[src/rtl/por_seq_pkg.sv]
package por_seq_pkg;

  typedef enum logic [1:0] {
    SEQ_HOLD = 2'd0,
    SEQ_PWRT = 2'd1,
    SEQ_OST  = 2'd2,
    SEQ_RUN  = 2'd3
  } seq_state_e;

  typedef enum logic [1:0] {
    CAUSE_POR = 2'b00,
    CAUSE_BOR = 2'b01,
    CAUSE_PIN = 2'b10
  } rst_cause_e;

  // 11: always, 10: awake only, 0x: off
  function automatic logic bor_active(input logic [1:0] mode, input logic sleep);
    return mode[1] & (mode[0] | ~sleep);
  endfunction

endpackage

[src/rtl/por_pin_filter.sv]
module por_pin_filter #(
  parameter int FILT_LEN    = 4,
  parameter int SYNC_STAGES = 2
) (
  input  logic clk_i,
  input  logic rst_ni,
  input  logic pin_ni,
  input  logic pin_en_i,
  output logic pin_rst_o
);

  localparam int CW = $clog2(FILT_LEN + 1);
  localparam logic [CW-1:0] CNT_MAX = CW'(FILT_LEN);

  logic [SYNC_STAGES-1:0] sync_q;
  logic [CW-1:0]          cnt_q;
  logic                   pin_low;

  always_ff @(posedge clk_i or negedge rst_ni) begin
    if (!rst_ni) sync_q <= '1;
    else         sync_q <= {sync_q[SYNC_STAGES-2:0], pin_ni};
  end

  assign pin_low = ~sync_q[SYNC_STAGES-1];

  always_ff @(posedge clk_i or negedge rst_ni) begin
    if (!rst_ni)              cnt_q <= '0;
    else if (!pin_low)        cnt_q <= '0;
    else if (cnt_q != CNT_MAX) cnt_q <= cnt_q + 1'b1;
  end

  assign pin_rst_o = pin_en_i & (cnt_q == CNT_MAX);

  p_pin_gate_r9: assert property (@(posedge clk_i) disable iff (!rst_ni)
    !pin_en_i |-> !pin_rst_o);

  p_pin_low_r8: assert property (@(posedge clk_i) disable iff (!rst_ni)
    ($rose(pin_rst_o) && $past(pin_en_i)) |-> $past(pin_low));

endmodule

[src/rtl/por_bor_qual.sv]
module por_bor_qual
  import por_seq_pkg::*;
#(
  parameter int QUAL_TICKS = 2
) (
  input  logic       clk_i,
  input  logic       rst_ni,
  input  logic       bor_low_i,
  input  logic       slow_tick_i,
  input  logic [1:0] mode_i,
  input  logic       sleep_i,
  output logic       trip_o
);

  localparam int CW = $clog2(QUAL_TICKS + 1);
  localparam logic [CW-1:0] CNT_LAST = CW'(QUAL_TICKS - 1);

  logic [CW-1:0] cnt_q;
  logic          trip_q;
  logic          en;

  assign en = bor_active(mode_i, sleep_i);

  always_ff @(posedge clk_i or negedge rst_ni) begin
    if (!rst_ni) begin
      cnt_q  <= '0;
      trip_q <= 1'b0;
    end else if (!bor_low_i || !en) begin
      cnt_q  <= '0;
      trip_q <= 1'b0;
    end else if (slow_tick_i && !trip_q) begin
      cnt_q <= cnt_q + 1'b1;
      if (cnt_q == CNT_LAST) trip_q <= 1'b1;
    end
  end

  assign trip_o = trip_q;

  p_bor_mode_r5: assert property (@(posedge clk_i) disable iff (!rst_ni)
    $rose(trip_o) |-> $past(bor_active(mode_i, sleep_i)));

  p_bor_low_r6: assert property (@(posedge clk_i) disable iff (!rst_ni)
    trip_o |-> $past(bor_low_i));

endmodule

[src/rtl/por_timer_seq.sv]
module por_timer_seq
  import por_seq_pkg::*;
#(
  parameter int PWRT_TICKS = 2048,
  parameter int OST_CYCLES = 1024
) (
  input  logic clk_i,
  input  logic rst_ni,
  input  logic hold_i,
  input  logic slow_tick_i,
  input  logic pwrt_en_i,
  input  logic ost_en_i,
  output logic released_o
);

  localparam int PW = $clog2(PWRT_TICKS + 1);
  localparam int OW = $clog2(OST_CYCLES + 1);
  localparam logic [PW-1:0] PW_LAST = PW'(PWRT_TICKS - 1);
  localparam logic [OW-1:0] OW_LAST = OW'(OST_CYCLES - 1);

  seq_state_e    state_q;
  logic [PW-1:0] pw_cnt_q;
  logic [OW-1:0] ost_cnt_q;

  always_ff @(posedge clk_i or negedge rst_ni) begin
    if (!rst_ni) begin
      state_q   <= SEQ_HOLD;
      pw_cnt_q  <= '0;
      ost_cnt_q <= '0;
    end else if (hold_i) begin
      state_q   <= SEQ_HOLD;
      pw_cnt_q  <= '0;
      ost_cnt_q <= '0;
    end else begin
      unique case (state_q)
        SEQ_HOLD: begin
          pw_cnt_q  <= '0;
          ost_cnt_q <= '0;
          if (pwrt_en_i)     state_q <= SEQ_PWRT;
          else if (ost_en_i) state_q <= SEQ_OST;
          else               state_q <= SEQ_RUN;
        end
        SEQ_PWRT: begin
          if (slow_tick_i) begin
            if (pw_cnt_q == PW_LAST) begin
              pw_cnt_q <= '0;
              state_q  <= ost_en_i ? SEQ_OST : SEQ_RUN;
            end else begin
              pw_cnt_q <= pw_cnt_q + 1'b1;
            end
          end
        end
        SEQ_OST: begin
          if (ost_cnt_q == OW_LAST) begin
            ost_cnt_q <= '0;
            state_q   <= SEQ_RUN;
          end else begin
            ost_cnt_q <= ost_cnt_q + 1'b1;
          end
        end
        default: state_q <= SEQ_RUN;
      endcase
    end
  end

  assign released_o = (state_q == SEQ_RUN);

  p_pwrt_bound_r2: assert property (@(posedge clk_i) disable iff (!rst_ni)
    (state_q == SEQ_PWRT) |-> (pw_cnt_q < PW'(PWRT_TICKS)));

  p_ost_skip_r3: assert property (@(posedge clk_i) disable iff (!rst_ni)
    (state_q == SEQ_PWRT && !ost_en_i) |=> (state_q != SEQ_OST));

  p_hold_back_r7: assert property (@(posedge clk_i) disable iff (!rst_ni)
    hold_i |=> (state_q == SEQ_HOLD));

  p_pwrt_entry_r2: assert property (@(posedge clk_i) disable iff (!rst_ni)
    (state_q == SEQ_HOLD && !hold_i && pwrt_en_i) |=> (state_q == SEQ_PWRT));

endmodule

[src/rtl/por_seq_ctrl.sv]
module por_seq_ctrl
  import por_seq_pkg::*;
#(
  parameter int PWRT_TICKS      = 2048,
  parameter int OST_CYCLES      = 1024,
  parameter int BOR_QUAL_TICKS  = 2,
  parameter int PIN_FILT_CYCLES = 4
) (
  input  logic       clk_i,
  input  logic       rst_ni,
  input  logic       por_pulse_i,
  input  logic       bor_low_i,
  input  logic       slow_tick_i,
  input  logic       sleep_i,
  input  logic       ext_rst_ni,
  input  logic       cfg_pwrt_dis_i,
  input  logic       cfg_ext_clk_i,
  input  logic [1:0] cfg_bor_mode_i,
  input  logic       cfg_pin_en_i,
  output logic       core_rst_o,
  output logic [1:0] cause_o
);

  logic bor_trip, bor_trip_q;
  logic pin_rst, pin_rst_q;
  logic released;
  rst_cause_e cause_q;

  por_bor_qual #(.QUAL_TICKS(BOR_QUAL_TICKS)) i_bor_qual (
    .clk_i      (clk_i),
    .rst_ni     (rst_ni),
    .bor_low_i  (bor_low_i),
    .slow_tick_i(slow_tick_i),
    .mode_i     (cfg_bor_mode_i),
    .sleep_i    (sleep_i),
    .trip_o     (bor_trip)
  );

  por_timer_seq #(.PWRT_TICKS(PWRT_TICKS), .OST_CYCLES(OST_CYCLES)) i_timer_seq (
    .clk_i      (clk_i),
    .rst_ni     (rst_ni),
    .hold_i     (por_pulse_i | bor_trip),
    .slow_tick_i(slow_tick_i),
    .pwrt_en_i  (~cfg_pwrt_dis_i),
    .ost_en_i   (~cfg_ext_clk_i),
    .released_o (released)
  );

  por_pin_filter #(.FILT_LEN(PIN_FILT_CYCLES), .SYNC_STAGES(2)) i_pin_filter (
    .clk_i    (clk_i),
    .rst_ni   (rst_ni),
    .pin_ni   (ext_rst_ni),
    .pin_en_i (cfg_pin_en_i),
    .pin_rst_o(pin_rst)
  );

  always_ff @(posedge clk_i or negedge rst_ni) begin
    if (!rst_ni) begin
      cause_q    <= CAUSE_POR;
      bor_trip_q <= 1'b0;
      pin_rst_q  <= 1'b0;
    end else begin
      bor_trip_q <= bor_trip;
      pin_rst_q  <= pin_rst;
      if (por_pulse_i)                 cause_q <= CAUSE_POR;
      else if (bor_trip && !bor_trip_q) cause_q <= CAUSE_BOR;
      else if (pin_rst && !pin_rst_q)   cause_q <= CAUSE_PIN;
    end
  end

  assign core_rst_o = ~released | pin_rst;
  assign cause_o    = cause_q;

  p_por_hold_r1: assert property (@(posedge clk_i) disable iff (!rst_ni)
    por_pulse_i |=> core_rst_o);

  p_cause_bor_r11: assert property (@(posedge clk_i) disable iff (!rst_ni)
    ($rose(bor_trip) && !por_pulse_i) |=> (cause_o == CAUSE_BOR));

  p_trip_rst_r7: assert property (@(posedge clk_i) disable iff (!rst_ni)
    bor_trip |=> core_rst_o);

endmodule

[config.mk]
export PLATFORM = sky130hd
export DESIGN_NAME = por_seq_ctrl
export DESIGN_NICKNAME = d
export VERILOG_FILES = /design/src/rtl/por_seq_pkg.sv /design/src/rtl/por_pin_filter.sv /design/src/rtl/por_bor_qual.sv /design/src/rtl/por_timer_seq.sv /design/src/rtl/por_seq_ctrl.sv
export SDC_FILE = /design/constraint.sdc
export NUM_CORES = 1
export LEC_CHECK = 0
export ABC_AREA = 1
export ABC_CLOCK_PERIOD_IN_PS = 1410
export BUFFER_PORTS_ARGS = -buffer_cell sky130_fd_sc_hd__buf_2
export CORE_UTILIZATION = 53
export CTS_CLUSTER_DIAMETER = 50
export DETAILED_ROUTE_END_ITERATION = 6
export GPL_ROUTABILITY_DRIVEN = 0
export PLACE_DENSITY = 0.85
export SYNTH_ARGS = -nofsm -noshare
export SYNTH_HDL_FRONTEND = slang
export SYNTH_SLANG_ARGS = --single-unit
[constraint.sdc]
create_clock -name clk_i -period 1.41 [get_ports clk_i]
set_input_delay 0.0705 -clock clk_i [delete_from_list [all_inputs] [get_ports clk_i]]
set_output_delay 0.0705 -clock clk_i [all_outputs]
set_load 0.05 [all_outputs]
==> results of run 1 <==
## worst max-delay path, stage by stage, from the launching register on
cell,delay (ps)
dfrtp_1,430
ha_4,190
inv_4,40
buf_4,140
nor3_1,330
nand2_1,130
nand2_1,90
o21ai_0,110
## cell type report
| cell class | count | area [um^2] |
|---|---|---|
| Multi-Input combinational cell | 190 | 1080 |
| Fill cell | 245 | 976 |
| Sequential cell | 37 | 930 |
| Timing Repair Buffer | 49 | 389 |
| Inverter | 35 | 140 |
| Clock buffer | 6 | 72.6 |
| Tap cell | 48 | 60.1 |
| Clock inverter | 2 | 10.0 |
## worst max-delay path by stage
stage,endpoint,start,cells after the start,slack (ps)
2_1_floorplan,core_rst_o,i_pin_filter.cnt_q[1]$_DFFE_PN0P_,4,-90
3_3_place_gp,i_timer_seq.ost_cnt_q[8]$_DFFE_PN0P_,i_timer_seq.ost_cnt_q[0]$_DFFE_PN0P_,8,-30
3_5_place_dp,i_timer_seq.pw_cnt_q[9]$_DFFE_PN0P_,i_timer_seq.state_q[1]$_DFFE_PN0P_,7,-70
4_1_cts,core_rst_o,i_pin_filter.cnt_q[0]$_DFFE_PN0P_,5,-40
5_1_grt,i_timer_seq.ost_cnt_q[6]$_DFFE_PN0P_,i_timer_seq.ost_cnt_q[0]$_DFFE_PN0P_,7,-240
6_report,i_timer_seq.ost_cnt_q[6]$_DFFE_PN0P_,i_timer_seq.ost_cnt_q[1]$_DFFE_PN0P_,7,-160
## cell families after synthesis
kind of cell | Yosys count
simple gates | 155
buf+inv | 37
flops | 37
compound gates | 26
fa+ha+maj | 5
xor+xnor | 4
## state kept, by name (all words and copies together), names as in the netlist
register / flops
i_timer_seq.ost_cnt_q: 11
i_bor_qual.cnt_q: 2
i_bor_qual.trip_o: 1
cause_o: 2
i_timer_seq.pw_cnt_q: 12
i_pin_filter.cnt_q: 3
i_timer_seq.state_q: 2
pin_rst_q: 1
i_pin_filter.sync_q: 2
bor_trip_q: 1
## per-layer routing
layer	part of all wire [%]	track usage (%)	vias to the layer above
met5	0	0	-
met4	2.5	9.94	0
met3	5.2	4.89	14
met2	50	40.2	79
met1	42	30.5	927
li1	-	-	946
## synth_stat cells, drive strengths merged (2+ instances only)
master / number
nand3: 26
nand4: 5
xor2: 2
nor3: 3
dfstp: 2
a21oi: 6
o21bai: 4
o21ai: 13
ha: 5
xnor2: 2
buf: 2
inv: 35
nor2: 47
dfrtp: 35
nand2: 71
## stage by stage
stage | hold slack (ps) | cells | setup slack (ps) | instance area (um^2) | power, mW
3_3_place_gp | 37.3 | 343 | -28.8 | 2300 | 1.84
5_1_grt | 61.7 | 367 | -237 | 2690 | 3.01
3_5_place_dp | 41.6 | 343 | -72.6 | 2300 | 1.87
4_1_cts | 50.8 | 354 | -43.1 | 2430 | 2.60
6_report | 52.5 | 367 | -165 | 2690 | 2.88
2_1_floorplan | -225 | 264 | -92.6 | 2040 | 1.65
## timing repair
action / CTS / global route
gates resized for setup: 3 / 42
setup buffers: 0 / 15
hold endpoints to repair: 20 / 0
setup endpoints to repair: 17 / 21
pin swaps: 1 / 20
hold buffers: 3 / 0
## report_power, final
group / switching (mW) / total (mW) / leakage [nW] / internal [mW]
clock: 0.375 / 0.718 / 0.0450 / 0.342
sequential: 0.0815 / 1.22 / 0.501 / 1.14
combinational: 0.494 / 0.943 / 0.697 / 0.448
==> flow_metrics.env, run 1 <==
export IMPL_cts_sinks=37
export IMPL_synth_compound_area_share_pct=7.52
export IMPL_period_share_pct=112
export IMPL_finalSetupTns_ps=-234
export IMPL_fmax_mhz=635
export IMPL_cp_start_kind="register"
export IMPL_r2r_setup_slack_ps=-160
export IMPL_drt_iter0_drc=191
export IMPL_final_cell_mix="62 x nand2_1, 34 x dfrtp_1, 30 x buf_4"
export IMPL_synthXorXnorAreaFrac_pct=1.74
export IMPL_violations="setup timing"
export IMPL_final_common_cell="nand2_1"
export IMPL_synthSimpleGateAreaFrac_pct=34.1
export IMPL_leakage_nw=1.24
export IMPL_antenna_found_initial=0
export IMPL_path_clk_slew_ps=70
export IMPL_remaining_drc_errors=0
export IMPL_synth_yosys_warnings=0
export IMPL_synth_nets=281
export IMPL_finalSetupViolCount=8
export IMPL_nets=335
export IMPL_hold_path_end="pin_rst_q$_DFF_PN0_"
export IMPL_syn_area_per_cell_um2=7.63
export IMPL_synth_cell_types=30
export IMPL_arrival_ps=1730
export IMPL_drive_gt1_share_pct=32.9
export IMPL_cts_buffers=5
export IMPL_port_buffers=14
export IMPL_grt_usage_pct=24.2
export IMPL_clkLatencyLatePin_ps=290
export IMPL_synth_top_family_by_area="simple AND/OR/NAND/NOR gates"
export IMPL_max_slew_margin_pct=70.8
export IMPL_netlist_area_leader_share_pct=43.5
export IMPL_hp_class="in -> reg"
export IMPL_power_density_nw_per_um2=1070
export IMPL_status="finished with violations"
export IMPL_cts_tree="done"
export IMPL_slew_viol_final=0
export IMPL_r2r_start="i_timer_seq.ost_cnt_q[1]$_DFFE_PN0P_"
export IMPL_postLayoutSetupSlackWorst_ps=-165
export IMPL_io_pins=15
export IMPL_r2r_worst_path_cells=7
export IMPL_worstHoldStart="cfg_pin_en_i"
export IMPL_avgViaCountPerCell=5.36
export IMPL_rows=22
export IMPL_hpwl_um=3140
export IMPL_synthCells=264
export IMPL_syn_to_final_growth_pct=33.4
export IMPL_end_kind="register"
export IMPL_detail_route_antenna_nets=0
export IMPL_synthMuxAreaShare_pct=0
export IMPL_ir_worst_vdd_uv=571
export IMPL_r2r_end="i_timer_seq.ost_cnt_q[6]$_DFFE_PN0P_"
export IMPL_period_needed_ps=1570
export IMPL_syn_cell_area_um2=2010
export IMPL_tightest_slew_ps=439
export IMPL_rsz0062_at_grt="yes"
export IMPL_design_core_area_um2=3660
export IMPL_ys_ff_latch=37
export IMPL_grt_max_degree=21
export IMPL_cts_root_buf="clkbuf_8"
export IMPL_finalHoldViolCount=0
export IMPL_synthAdderAreaFrac_pct=3.11
export IMPL_dieHeight_um=63.6
export IMPL_die_w_um=63.6
export IMPL_post_route_util_pct=73.3
export IMPL_worstSetupPathType="reg -> reg"
export IMPL_synth_edff_count=0
export IMPL_antenna_cells=0
export IMPL_critPathMaxFanout=3
export IMPL_finClkSkew_ps=7.49
export IMPL_yosysTopAreaCell="dfrtp_1"
export IMPL_async_flop_share_pct=100
export IMPL_die_area_um2=4050
export IMPL_first_pass_iters=5
export IMPL_overflow=0
export IMPL_vias=1966
export IMPL_routedWlPerCell_um=14.5
export IMPL_cap_violations=0
export IMPL_ys_flop_type="dfrtp_1"
export IMPL_wl_um=5310
export IMPL_synth_area_leaders="dfrtp_1 44%, nand2_1 13%, nor2_1 7.8%, nand3_1 6.2%, inv_1 6.2%"
export IMPL_grt_pass1_vias=1790
export IMPL_cts_max_path_buffers=2
export IMPL_required_ps=1570
export IMPL_yosysSeqAreaShare_pct=46.1
export IMPL_holdPathStages=3
export IMPL_cts_htree_levels=2
export IMPL_initial_core_util_pct=55.0
export IMPL_grt_pass1_wl_um=7610
No activity file was read; power rests on OpenSTA's default activity.
==> inputs of run 2 (changes only) <==
- SKIP_CTS_REPAIR_TIMING: default -> 1
==> flow_metrics.env, run 2 (synthesis results as in run 1) <==
export IMPL_status="finished with violations"
export IMPL_violations="setup timing"
export IMPL_path_cells="nand2_1, nor2_1, nand3_2, nand2_2, inv_2, nor2_4, nor2_1"
export IMPL_r2r_start="i_timer_seq.ost_cnt_q[4]$_DFFE_PN0P_"
export IMPL_finalSetupViolCount=9
export IMPL_cts_sinks=37
export IMPL_cts_buffers=5
export IMPL_top_regs="i_timer_seq.pw_cnt_q (12), i_timer_seq.ost_cnt_q (11), i_pin_filter.cnt_q (3)"
export IMPL_dieHeight_um=63.6
export IMPL_required_ps=1590
export IMPL_hp_class="in -> reg"
export IMPL_cp_top_family="simple AND/OR/NAND/NOR gates"
export IMPL_largest_register_ffs=12
export IMPL_cts_max_path_buffers=2
export IMPL_end_kind="register"
export IMPL_grt_max_degree=21
export IMPL_rsz0062_at_grt="yes"
export IMPL_port_buffers=14
export IMPL_antenna_found_initial=0
export IMPL_cts_htree_levels=2
export IMPL_drive_gt1_share_pct=32.4
export IMPL_first_pass_iters=5
export IMPL_top_layer_used="met4"
export IMPL_ir_worst_vdd_uv=588
export IMPL_wl_um=4990
export IMPL_dp_cells=343
export IMPL_overflow=0
export IMPL_cap_violations=0
export IMPL_io_pins=15
export IMPL_final_cell_area_um2=2630
export IMPL_slew_viol_final=0
export IMPL_routedWlPerCell_um=13.6
export IMPL_leakage_nw=1.22
export IMPL_cp_start_kind="register"
export IMPL_wl_met3_um=166
export IMPL_die_area_um2=4050
export IMPL_critPathBufInv=1
export IMPL_postLayoutSetupSlackWorst_ps=-42.3
export IMPL_antenna_cells=0
export IMPL_detail_route_antenna_nets=0
export IMPL_dp_slack_ps=-72.6
export IMPL_worstSetupPathType="reg -> reg"
export IMPL_avgViaCountPerCell=5.28
export IMPL_finalSetupTns_ps=-238
export IMPL_final_cell_mix="62 x nand2_1, 34 x dfrtp_1, 30 x buf_4"
export IMPL_nets=334
export IMPL_remaining_drc_errors=0
export IMPL_final_common_cell="nand2_1"
export IMPL_wl_met1_um=2220
export IMPL_arrival_ps=1630
export IMPL_period_share_pct=103
export IMPL_fmax_mhz=689
export IMPL_critPathMaxFanout=7
export IMPL_max_slew_margin_pct=69.6
export IMPL_tightest_slew_ps=455
export IMPL_cp_slowest_stage_delay_ps=410
export IMPL_vias=1934
export IMPL_rows=22
export IMPL_die_w_um=63.6
export IMPL_placed_area_um2=2300
export IMPL_startpoint="i_timer_seq.ost_cnt_q[4]$_DFFE_PN0P_"
export IMPL_power_mw=2.83
export IMPL_grt_usage_pct=23.9
export IMPL_grt_pass1_wl_um=7520
export IMPL_finalHoldViolCount=0
export IMPL_hpwl_um=3140
export IMPL_cpMaxStageDelayCell="dfrtp_1"
export IMPL_cts_root_buf="clkbuf_8"
export IMPL_crit_top_cell="nor2_1"
export IMPL_top_register="i_timer_seq.pw_cnt_q"
export IMPL_finClkSkew_ps=9.68
export IMPL_finalNonFillerCells=366
export IMPL_initial_core_util_pct=55.0
export IMPL_cts_tree="done"
export IMPL_worstHoldStart="cfg_pin_en_i"
export IMPL_clkLatencyLatePin_ps=290
export IMPL_met2_length_um=2490
export IMPL_path_clk_slew_ps=80
export IMPL_grt_pass1_vias=1767
export IMPL_period_needed_ps=1450
export IMPL_syn_to_final_growth_pct=30.8
export IMPL_power_density_nw_per_um2=1070
export IMPL_drt_iter0_drc=177
export IMPL_design_core_area_um2=3660
run 2: where the power goes:
part | leakage, nW | internal (mW) | switching (mW)
Combinational | 0.677 | 0.408 | 0.477
Clock | 0.0450 | 0.342 | 0.378
Sequential | 0.501 | 1.14 | 0.0846
run 2: final cells by class:
cell class / instances / area (um^2)
multi-input cells: 191 / 1090
fillers: 265 / 1030
flip-flops and latches: 37 / 930
repair buffers: 47 / 340
inverters: 35 / 131
clock buffers: 6 / 72.6
well taps: 48 / 60.1
clock inverters: 2 / 10.0
run 2: final timing paths:
kind | endpoint | slack, ps | cells past startpoint
max | i_timer_seq.ost_cnt_q[8]$_DFFE_PN0P_ | -40 | 7
min | pin_rst_q$_DFF_PN0_ | 50 | 3
max reg2reg | i_timer_seq.ost_cnt_q[8]$_DFFE_PN0P_ | -40 | 7
min reg2reg | i_pin_filter.sync_q[1]$_DFF_PN1_ | 360 | 0
max in group asynchronous | i_pin_filter.sync_q[0]$_DFF_PN1_ | 610 | 3
min in group asynchronous | i_timer_seq.ost_cnt_q[7]$_DFFE_PN0P_ | 250 | 2
run 2: routing by layer:
layer,track usage (%),vias up
met3,4.89,11
met1,30.4,925
met5,0,-
met4,10.5,0
li1,-,941
met2,39.0,57
run 2: worst min-delay path, stage by stage:
cell    delay, ps
buf_2          90
inv_1          60
nor2_1         70
run 2: per-stage QoR:
stage / hold slack (ps) / utilization (%)
2_1_floorplan: -225 / -
3_5_place_dp: 41.6 / 63.0
6_report: 47.7 / 71.9
4_1_cts: -273 / 65.2
3_3_place_gp: 37.3 / 63.0
5_1_grt: 59.6 / 71.9
==> inputs of run 3 (changes only) <==
- SETUP_SLACK_MARGIN: default -> 0.2
==> flow_metrics.env, run 3 (synthesis results as in run 1) <==
export IMPL_status="finished with violations"
export IMPL_violations="setup timing"
export IMPL_port_buffers=14
export IMPL_end_kind="register"
export IMPL_grt_pass1_wl_um=7380
export IMPL_nets=333
export IMPL_first_pass_iters=4
export IMPL_critPathMaxFanout=7
export IMPL_cp_start_kind="register"
export IMPL_arrival_ps=1720
export IMPL_max_slew_margin_pct=66.6
export IMPL_final_common_cell="nand2_1"
export IMPL_dp_slack_ps=5.43
export IMPL_avgViaCountPerCell=5.57
export IMPL_initial_core_util_pct=55.0
export IMPL_design_core_area_um2=3660
export IMPL_cts_buffers=5
export IMPL_postLayoutSetupSlackWorst_ps=-84.2
export IMPL_wl_um=5780
export IMPL_final_fill_count=227
export IMPL_final_cell_mix="55 x nand2_1, 31 x dfrtp_1, 30 x nor2_1"
export IMPL_period_needed_ps=1490
export IMPL_finalNonFillerCells=365
export IMPL_finalSetupViolCount=13
export IMPL_leakage_nw=1.27
export IMPL_drt_iter0_drc=164
export IMPL_finalSetupTns_ps=-635
export IMPL_antenna_cells=0
export IMPL_syn_to_final_growth_pct=38.7
export IMPL_io_pins=15
export IMPL_multi_input_area_um2=1150
export IMPL_die_area_um2=4050
export IMPL_cts_tree="done"
export IMPL_remaining_drc_errors=0
export IMPL_holdWs_ps=28.2
export IMPL_grt_max_degree=21
export IMPL_cts_sinks=37
export IMPL_dieHeight_um=63.6
export IMPL_grt_pass1_vias=1731
export IMPL_clkLatencyLatePin_ps=300
export IMPL_power_mw=3.10
export IMPL_routedWlPerCell_um=15.8
export IMPL_rows=22
export IMPL_die_w_um=63.6
export IMPL_cts_max_path_buffers=2
export IMPL_finalHoldViolCount=0
export IMPL_slew_viol_final=0
export IMPL_largest_register_ffs=12
export IMPL_cts_root_buf="clkbuf_8"
export IMPL_drive_gt1_share_pct=36.6
export IMPL_dp_cells=331
export IMPL_tightest_slew_ps=502
export IMPL_fmax_mhz=669
export IMPL_path_clk_slew_ps=80
export IMPL_period_share_pct=106
export IMPL_power_density_nw_per_um2=1110
export IMPL_cap_violations=0
export IMPL_cts_htree_levels=2
export IMPL_finClkSkew_ps=12.8
export IMPL_required_ps=1630
export IMPL_seq_area_um2=933
export IMPL_hp_class="in -> reg"
export IMPL_vias=2032
export IMPL_rsz0062_at_grt="yes"
export IMPL_hpwl_um=3070
export IMPL_top_regs="i_timer_seq.pw_cnt_q (12), i_timer_seq.ost_cnt_q (11), i_pin_filter.cnt_q (3)"
export IMPL_worstSetupPathType="reg -> reg"
export IMPL_top_register="i_timer_seq.pw_cnt_q"
export IMPL_detail_route_antenna_nets=0
export IMPL_ir_worst_vdd_uv=975
export IMPL_overflow=0
export IMPL_grt_usage_pct=23.8
export IMPL_antenna_found_initial=0
-- run 3: per-stage QoR --
step / area [um^2] / utilization, %
after CTS: 2380 / 65.0
final: 2790 / 76.2
after global placement: 2270 / 62.0
after floorplan: 2090 / -
after detailed placement: 2270 / 62.0
after global routing: 2790 / 76.2
-- run 3: final cells by class --
cell class	count	share of cell area, %
multi-input combinational	190	41.1
sequential	37	33.4
timing repair buffer	47	14.4
inverter	35	4.89
clock buffer	6	2.60
tap	48	2.15
clock inverter	2	1.39
-- run 3: path summary, 6_finish.rpt --
kind,cells after the start,start,slack [ps],to
worst max-delay path,7,i_bor_qual.trip_o$_DFFE_PN0P_,-80,i_timer_seq.pw_cnt_q[8]$_DFFE_PN0P_
worst min-delay path,3,cfg_pin_en_i,30,pin_rst_q$_DFF_PN0_
worst max register to register,7,i_bor_qual.trip_o$_DFFE_PN0P_,-80,i_timer_seq.pw_cnt_q[8]$_DFFE_PN0P_
worst min register to register,0,i_pin_filter.sync_q[0]$_DFF_PN1_,360,i_pin_filter.sync_q[1]$_DFF_PN1_
max in group asynchronous,3,rst_ni,660,i_timer_seq.pw_cnt_q[0]$_DFFE_PN0P_
min in group asynchronous,2,rst_ni,260,i_timer_seq.ost_cnt_q[5]$_DFFE_PN0P_
-- run 3: routing by layer --
metal | up-vias | GRT usage, % | wire, um
met5 | - | 0 | 0
met4 | 0 | 8.81 | 225
met3 | 27 | 5.98 | 332
met2 | 84 | 42.4 | 2980
met1 | 977 | 27.2 | 2240
li1 | 944 | - | -
-- run 3: where the power goes --
part,internal [mW],switching [mW],total (mW)
Combinational,0.423,0.508,0.930
Sequential,1.14,0.0929,1.24
Clock,0.531,0.400,0.931
-- run 3: worst max-delay path, cell delays in order (launching register included) --
cell     delay, ps
dfrtp_1        410
nor2_4         280
nand2_4        130
nor2_4         180
nand2_2        120
nand2_4        110
nor2_4          70
nor2_1         120
